$ cat config.mk
export PLATFORM = sky130hd
export DESIGN_NAME = mem_lane_steer
export DESIGN_NICKNAME = d
export VERILOG_FILES = /design/src/rtl/lane_steer_pkg.sv /design/src/rtl/lane_align_check.sv /design/src/rtl/lane_wr_place.sv /design/src/rtl/lane_rd_pick.sv /design/src/rtl/mem_lane_steer.sv
export SDC_FILE = /design/constraint.sdc
export NUM_CORES = 1
export LEC_CHECK = 0
export BUFFER_PORTS_ARGS = -buffer_cell sky130_fd_sc_hd__buf_2
export CORE_MARGIN = 3
export CORE_UTILIZATION = 40
export CTS_CLUSTER_DIAMETER = 150
export CTS_CLUSTER_SIZE = 14
export DETAILED_ROUTE_END_ITERATION = 6
export PLACE_DENSITY = 0.91
export SLEW_MARGIN = 20
export SYNTH_ARGS = -nofsm -noshare
export SYNTH_HDL_FRONTEND = slang
export SYNTH_SLANG_ARGS = --single-unit
$ cat constraint.sdc
create_clock -name clk -period 3.85 [get_ports clk]
set_input_delay 0.5775 -clock clk [delete_from_list [all_inputs] [get_ports clk]]
set_output_delay 0.5775 -clock clk [all_outputs]
set_load 0.02 [all_outputs]
$ cat src/rtl/lane_steer_pkg.sv
package lane_steer_pkg;

  typedef enum logic [1:0] {
    SZ_BYTE = 2'b00,
    SZ_HALF = 2'b01,
    SZ_WORD = 2'b10,
    SZ_RSVD = 2'b11
  } acc_size_e;

  // Number of bytes covered by a size code (reserved code reports 8).
  function automatic int unsigned size_bytes(input acc_size_e sz);
    return 32'd1 << sz;
  endfunction

  // Size used for an instruction fetch in a given instruction state.
  function automatic acc_size_e fetch_size(input logic compact);
    return compact ? SZ_HALF : SZ_WORD;
  endfunction

endpackage

$ cat src/rtl/lane_align_check.sv
module lane_align_check
  import lane_steer_pkg::*;
#(
  parameter int NLANES = 4,
  parameter int OFS_W  = 2
) (
  input  logic             big_endian,
  input  logic             compact,
  input  logic             is_fetch,
  input  acc_size_e        size_req,
  input  logic [OFS_W-1:0] ofs,
  output acc_size_e        eff_size,
  output logic             misalign,
  output logic [OFS_W-1:0] lane_shift
);

  // Lane shift: little-endian keeps the offset, big-endian mirrors it
  // inside the word for the access width.
  function automatic logic [OFS_W-1:0] calc_shift(input logic be_mode,
                                                  input int unsigned nb,
                                                  input logic [OFS_W-1:0] o);
    int unsigned s;
    if (be_mode) s = NLANES - nb - int'(o);
    else         s = int'(o);
    return OFS_W'(s);
  endfunction

  int unsigned nbytes;
  logic        too_wide;
  logic        off_grid;

  always_comb begin
    eff_size = is_fetch ? fetch_size(compact) : size_req;
    nbytes   = size_bytes(eff_size);
    too_wide = nbytes > NLANES;
    off_grid = (ofs & OFS_W'(nbytes - 1)) != '0;
    misalign = too_wide | off_grid;
    lane_shift = misalign ? '0 : calc_shift(big_endian, nbytes, ofs);
  end

endmodule

$ cat src/rtl/lane_wr_place.sv
module lane_wr_place
  import lane_steer_pkg::*;
#(
  parameter int DATA_W = 32,
  parameter int NLANES = 4,
  parameter int OFS_W  = 2
) (
  input  logic              enable,
  input  acc_size_e         size,
  input  logic [OFS_W-1:0]  lane_shift,
  input  logic [DATA_W-1:0] wdata,
  output logic [NLANES-1:0] be,
  output logic [DATA_W-1:0] placed
);

  function automatic logic [NLANES-1:0] low_lanes(input acc_size_e sz);
    int unsigned nb;
    nb = size_bytes(sz);
    if (nb >= NLANES) return '1;
    return NLANES'((32'd1 << nb) - 1);
  endfunction

  logic [NLANES-1:0] lane_mask;
  logic [DATA_W-1:0] bit_mask;

  assign lane_mask = low_lanes(size);

  for (genvar g = 0; g < NLANES; g++) begin : g_mask
    assign bit_mask[g*8 +: 8] = {8{lane_mask[g]}};
  end

  assign be     = enable ? (lane_mask << lane_shift) : '0;
  assign placed = (wdata & bit_mask) << {lane_shift, 3'b000};

endmodule

$ cat src/rtl/lane_rd_pick.sv
module lane_rd_pick
  import lane_steer_pkg::*;
#(
  parameter int DATA_W = 32,
  parameter int NLANES = 4,
  parameter int OFS_W  = 2
) (
  input  acc_size_e         size,
  input  logic [OFS_W-1:0]  lane_shift,
  input  logic [DATA_W-1:0] rdata,
  output logic [DATA_W-1:0] picked
);

  function automatic logic [DATA_W-1:0] keep_bits(input acc_size_e sz);
    int unsigned nb;
    nb = size_bytes(sz);
    if (nb >= NLANES) return '1;
    return DATA_W'((64'd1 << (nb * 8)) - 1);
  endfunction

  assign picked = (rdata >> {lane_shift, 3'b000}) & keep_bits(size);

endmodule

$ cat src/rtl/mem_lane_steer.sv
module mem_lane_steer
  import lane_steer_pkg::*;
#(
  parameter int DATA_W = 32,
  parameter int ADDR_W = 32
) (
  input  logic              clk,
  input  logic              rst_n,
  input  logic              cfg_big_endian,
  input  logic              cfg_compact_isa,
  input  logic              req_valid,
  output logic              req_ready,
  input  logic              req_write,
  input  logic              req_fetch,
  input  logic [1:0]        req_size,
  input  logic [ADDR_W-1:0] req_addr,
  input  logic [DATA_W-1:0] req_wdata,
  output logic              req_fault,
  output logic              mem_valid,
  input  logic              mem_ready,
  output logic              mem_write,
  output logic [ADDR_W-1:0] mem_addr,
  output logic [DATA_W/8-1:0] mem_be,
  output logic [DATA_W-1:0] mem_wdata,
  input  logic [DATA_W-1:0] mem_rdata,
  output logic              rsp_valid,
  output logic              rsp_fault,
  output logic [DATA_W-1:0] rsp_rdata
);

  localparam int NLANES = DATA_W / 8;
  localparam int OFS_W  = $clog2(NLANES);

  // Named internal events, also observed by the bound checker.
  logic [OFS_W-1:0]  acc_ofs;
  acc_size_e         eff_size;
  logic              misalign;
  logic [OFS_W-1:0]  lane_shift;
  logic              is_store;
  logic              wr_go;
  logic              rd_done;
  logic [DATA_W-1:0] rd_pick;

  assign acc_ofs  = req_addr[OFS_W-1:0];
  assign is_store = req_write & ~req_fetch;

  lane_align_check #(.NLANES(NLANES), .OFS_W(OFS_W)) u_align (
    .big_endian (cfg_big_endian),
    .compact    (cfg_compact_isa),
    .is_fetch   (req_fetch),
    .size_req   (acc_size_e'(req_size)),
    .ofs        (acc_ofs),
    .eff_size   (eff_size),
    .misalign   (misalign),
    .lane_shift (lane_shift)
  );

  assign wr_go = req_valid & ~misalign & is_store;

  lane_wr_place #(.DATA_W(DATA_W), .NLANES(NLANES), .OFS_W(OFS_W)) u_wr (
    .enable     (wr_go),
    .size       (eff_size),
    .lane_shift (lane_shift),
    .wdata      (req_wdata),
    .be         (mem_be),
    .placed     (mem_wdata)
  );

  lane_rd_pick #(.DATA_W(DATA_W), .NLANES(NLANES), .OFS_W(OFS_W)) u_rd (
    .size       (eff_size),
    .lane_shift (lane_shift),
    .rdata      (mem_rdata),
    .picked     (rd_pick)
  );

  assign req_fault = req_valid & misalign;
  assign req_ready = misalign ? 1'b1 : mem_ready;
  assign mem_valid = req_valid & ~misalign;
  assign mem_write = is_store;
  assign mem_addr  = {req_addr[ADDR_W-1:OFS_W], {OFS_W{1'b0}}};

  assign rd_done = req_valid & req_ready & (misalign | ~is_store);

  always_ff @(posedge clk or negedge rst_n) begin
    if (!rst_n) begin
      rsp_valid <= 1'b0;
      rsp_fault <= 1'b0;
      rsp_rdata <= '0;
    end else begin
      rsp_valid <= rd_done;
      rsp_fault <= rd_done & misalign;
      rsp_rdata <= (rd_done && !misalign) ? rd_pick : '0;
    end
  end

endmodule

# Word-level counts from Yosys, hierarchy flattened

Index checks and enable logic that the tools add are counted.

Muxes and demuxes: 12
Multiply operators: 0
Div/mod/pow operators: 0
Shift-type cells: 6
Equality and inequality tests: 0
Bitwise operators: 15
Order comparisons: 2
Reduce and logical (&&, ||, !) cells: 3
Add/subtract/negate cells: 5

Operator list:

| cell                    | count |
|---|---|
| $mux W32                | 3 |
| $and A32 B32 Y32        | 2 |
| $ge A32 B3 Y1 const B   | 1 |
| $gt A32 B3 Y1 const B   | 1 |
| $shl A1 B2 Y32 const A  | 1 |
| $shl A1 B32 Y32 const A | 1 |
| $shl A1 B32 Y4 const A  | 1 |
| $shl A32 B5 Y32         | 1 |
| $shr A32 B5 Y32         | 1 |
| $sub A32 B1 Y32 const B | 1 |
| $mux W4                 | 3 |
| $mux W2                 | 4 |
| $and A1 B1 Y1           | 7 |
| $shl A4 B2 Y4           | 1 |
| $sub A4 B1 Y4 const B   | 1 |
| $not A1 Y1              | 3 |
| $and A2 B2 Y2           | 1 |
| $mux W1                 | 2 |
| $or A1 B1 Y1            | 2 |
| $reduce_bool A2 Y1      | 1 |
| $sub A1 B2 Y2 const A   | 1 |
| $sub A2 B1 Y2 const B   | 1 |
| $sub A2 B2 Y2           | 1 |
| $logic_and A1 B1 Y1     | 1 |
| $logic_not A1 Y1        | 1 |

Bits in latches: 0
Memory bits (read-only): 0
Memories: 0
Word-level logic and storage cells: 46
RAM bits: 0
Register bits after elaboration: 34

# Logic depth before layout (Yosys ltp)

Depth in word-level cells: 12
Depth in mapped cells: 11
Mapped depth without buffers: 8

# Hierarchy

From an unflattened synthesis, not the netlist that was laid out.

Cells, all modules: 313
Area, all modules: 3344.5 µm²

Modules (own cells, without submodules):

| module           | cells an instance | area an instance (µm²) | times used |
|---|---|---|---|
| mem_lane_steer   | 117               | 1759.2                 | 1 |
| lane_rd_pick     | 75                | 723.2                  | 1 |
| lane_wr_place    | 98                | 708.2                  | 1 |
| lane_align_check | 23                | 153.9                  | 1 |

# Worst setup path after synthesis

OpenSTA, ideal clock, no wires.

Kind: input -> output
From: in req_size[0]
To: out mem_be[2]
Slack: -0.020 ns
Cell stages on the path: 10
Data required time: 3.273 ns
Data arrival time: 3.293 ns
Cell sequence: or3_1 > clkbuf_1 > ha_1 > or4_1 > and4_1 > buf_6 > o21ai_4 > buf_4 > nand2_2 > a31oi_1

Word-level cells in the longest chain between the ends: 10
Elaborated cells between the ends (all ways): 21

RTL lines:

| what                                                                  | line                   | source |
|---|---|---|
| start: declaration                                                    | mem_lane_steer.sv:15   | `input logic [1:0] req_size,` |
| $mux W2 (*)                                                           | lane_align_check.sv:33 | `eff_size = is_fetch ? fetch_size(compact) : size_req;` |
| $shl A1 B2 Y32 (*)                                                    | lane_steer_pkg.sv:12   | `return 32'd1 << sz;` |
| parallel branches: the longest is 7 deep, another holds $ge A32 B3 Y1 | --                     |  |
| $mux W4 (*)                                                           | lane_wr_place.sv:32    | `assign be = enable ? (lane_mask << lane_shift) : '0;` |
| end: declaration                                                      | mem_lane_steer.sv:23   | `output logic [DATA_W/8-1:0] mem_be,` |

Every way passes the cells marked *.

# Final worst setup path

Same ends and word-level chain as after synthesis.

==> results.md <==
- Drt initial violations: 88
- Final period util: between 90% and 100%
- Final estimated routing congestion in global placement: 0.971
- Critical Path Fanout Max: 9
- Transition time at the pin with the least slew margin: 0.836 ns
- H-tree level count: 2
- Final number of setup-violating endpoints: 0
- Final Core Density: around 55%
- Global-route wire length before repair: 13.8 mm
- Number of placed I/O pins: around 210
- CP Class: input port to output port
- Number of antenna violations at the first check in global routing: 0
- Leakage power summed over all cells: 1.89 nW
- Max-slew violation count: 0
- Kind of path behind the tightest hold check: input port to asynchronous set/reset pin
- Post-synth EDFFs: 0
- Power spent charging and discharging nets: approximately 360 uW
- Total negative slack: 0 ns
- Initial core utilization: a little over two fifths
- Die Span Y: around 87 um
- Total GRT Usage: 23.5%
- Deepest clock path buffer count: 2
- Switching Share: approximately 36%
- Power, Total: approximately 1 mW
- Sequential-to-total area share from yosys stat: 32.5%
- Num Clock Sinks: 34
- Worst endpoint data arrival time: between 3 and 4 ns
- Logic pwr share: 40.0%
- Area of the die: approximately 7500 sq um
- Number of global-route vias before repair: ~2800
- Count of vias placed by the detailed router: approximately 2800
- Placed instance count: 498
- Fraction of final layout cells with drive strength greater than 1: 43.2%
- RSZ-0062 raised after global routing: no
- Crit path capture type: output port
- # Max-Cap Violations: 0
- Mapped Cells: just over 300
- Design internal power: 648 uW
- Clock tree from TritonCTS: done
- Final layout net count: 539
- Synthesized flop and latch total: 34
- Synth unique cells: 46
- Primary FF master, synth: dfrtp_1
- Residual DRC: 0
- Fmax achieved: about 270 MHz
- Register share of total power: 36.3%
- Final critical delay including setup and external delays: about 3.7 ns
- Post-CTS clock slew at the launch and capture registers of the worst setup and hold paths: 0.06 ns
- Placed cell areas: roughly 3300 sq um
- Area inside the core boundary: between 6000 and 7000 sq um
- Buffers on Ports: 149
- Post-DR wirelength/cell: about 18 um
- Critical path launch point type: input port
- Peak supply drop: roughly 0.22 mV
- Num rows: 28
- Synth async-reset ratio: between 90% and 100%
- Fillcell total: about 550
- Worst relative slew slack: 43.6%
- Clk pwr share: 23.8%
- Synthesis warning total: 0
- Post-detailed-route via-to-cell ratio: between 5 and 6
- Maximum number of pins on one net before global-route repair: 40
- Post-Synthesis Cell Area: ~2600 sq um
- Status: finished clean
- DIE WIDTH: roughly 87 um
- Final antenna-violating net count: 0
- Number of detailed-routing iterations run before antenna repair: 4
- Final Hold Viols: 0
- Root Buffer: clkbuf_8
- Congestion Overflow GR: 0
- Power density over the cells: between 300 and 400 nW/um^2
- Final routed wirelength across all metal layers: roughly 9.2 mm
- Half-perimeter wire length after placement: about 7.3 mm
- Count of placed standard cells in the final layout, fillers left out: ~510
- Antenna diode count: 0
- P&R area growth vs syn: 28.3%
- Req. time, crit path: roughly 3.3 ns
- Num CTS Buffers: 5
- Syn_area_per_cell: about 8.5 sq um
- Total non-filler cell area in the finished layout: roughly 3400 sq um
-- sequential cells by signal, indices dropped and copies added (netlist names) --
name,cells
rsp_valid,1
rsp_rdata,32
rsp_fault,1
-- logic make-up (layout without fill, tap and decap cells) --
group / after synthesis / count (layout) / synth area share, %
flops: 34 / 34 / 32.5
compound gates: 71 / 71 / 20.0
buf+inv: 65 / 187 / 15.3
simple gates: 110 / 110 / 21.2
mux: 25 / 25 / 9.95
fa+ha+maj: 2 / 2 / 0.957
other cells: 1 / 2 / 0.143
-- routing by layer --
metal	part of all wire, %	GRT usage [%]	wire length (um)
met3	11	4.64	1020
met4	2.4	10.9	218
met2	52	43.3	4800
met5	0	0	0
met1	35	25.5	3210
-- cell usage in the layout, fill, tap and decap left out, drive strengths merged --
| master | n |
|---|---|
| dfrtp | 34 |
| buf | 167 |
| or3 | 2 |
| nor4 | 1 |
| o31ai | 1 |
| o22ai | 8 |
| a221o | 8 |
| a21o | 1 |
| o21ai | 5 |
| and2 | 18 |
| nand3b | 1 |
| nand2b | 3 |
| nor2 | 27 |
| conb | 2 |
| a31oi | 9 |
| o21bai | 1 |
| a21oi | 18 |
| clkbuf | 7 |
| ha | 2 |
| a2bb2oi | 8 |
| nor3b | 1 |
| o21a | 1 |
| nand3 | 3 |
| inv | 13 |
| a211oi | 10 |
| mux2 | 8 |
| a21boi | 1 |
| and3 | 10 |
| nand2 | 28 |
| mux2i | 17 |
| nand4 | 1 |
| nor3 | 9 |
| nor2b | 4 |
| or4 | 1 |
| and4 | 1 |
-- synth_stat cells (2+ instances only) --
library cell / n / share of area (%)
a2bb2oi_1: 8 / 2.7
a21oi_1: 18 / 3.4
nor3_1: 8 / 1.5
a221o_1: 8 / 3.1
buf_2: 4 / 0.77
buf_6: 2 / 0.86
o21ai_0: 3 / 0.57
nor2_2: 2 / 0.48
nand2_1: 27 / 3.9
mux2i_1: 17 / 6.5
dfrtp_1: 34 / 33
mux2_1: 6 / 2.6
a31oi_1: 9 / 2.2
clkbuf_1: 9 / 1.3
inv_1: 12 / 1.7
a211oi_1: 9 / 2.6
or3_1: 2 / 0.48
nor2_1: 25 / 3.6
o22ai_1: 8 / 1.9
nor2b_1: 4 / 0.96
ha_1: 2 / 0.96
nand3_1: 3 / 0.57
and3_1: 10 / 2.4
nand2b_1: 3 / 0.72
and2_1: 18 / 4.3
mux2_2: 2 / 0.86
buf_4: 36 / 10
-- power by group through the flow --
stage                     combinational, mW  clock, mW  sequential (mW)
after floorplan                       0.278          0            0.384
after global placement                0.389          0            0.373
after detailed placement              0.396          0            0.373
after CTS                             0.399      0.243            0.367
after global routing                  0.435      0.259            0.367
final                                 0.404      0.240            0.367
-- cell type report --
type | count | area (sq um) | share of cell area (%)
tap | 75 | 93.8 | 2.80
multi-input combinational | 210 | 1390 | 41.5
clock buffer | 7 | 76.3 | 2.28
sequential | 34 | 851 | 25.4
timing repair buffer | 167 | 893 | 26.6
inverter | 13 | 48.8 | 1.45
-- through the flow --
| stage | setup slack [ns] | hold WS (ns) |
|---|---|---|
| global placement | 0.110 | 0.669 |
| floorplan | 0.0523 | 0.282 |
| finish | 0.130 | 0.347 |
| detailed placement | 0.0192 | 0.666 |
| global route | 0.0254 | 0.404 |
| CTS | 0.0122 | 0.367 |
-- worst paths after layout --
kind / start / end / slack, ns / cells after the start
min in group clk: mem_rdata[24] / rsp_rdata[16]$_DFF_PN0_ / 0.55 / 3
max: req_size[0] / mem_be[2] / 0.13 / 10
max in group asynchronous: rst_n / rsp_rdata[22]$_DFF_PN0_ / 3.04 / 1
min: rst_n / rsp_rdata[3]$_DFF_PN0_ / 0.35 / 1
-- worst max-delay path: stages --
cell	delay (ns)
buf_2	0.11
or3_1	0.40
ha_1	0.24
or4_1	0.53
and4_1	0.30
o21ai_4	0.21
buf_4	0.20
nand2_2	0.17
a31oi_2	0.22
buf_2	0.19
-- timing repair --
item / 4_1_cts / 5_1_grt
endpoints found under the setup margin: 0 / 15
hold buffers: 0 / 0
setup buffers: 0 / 1
gates resized for setup: 0 / 2
Power figures use the tool's default switching activity.
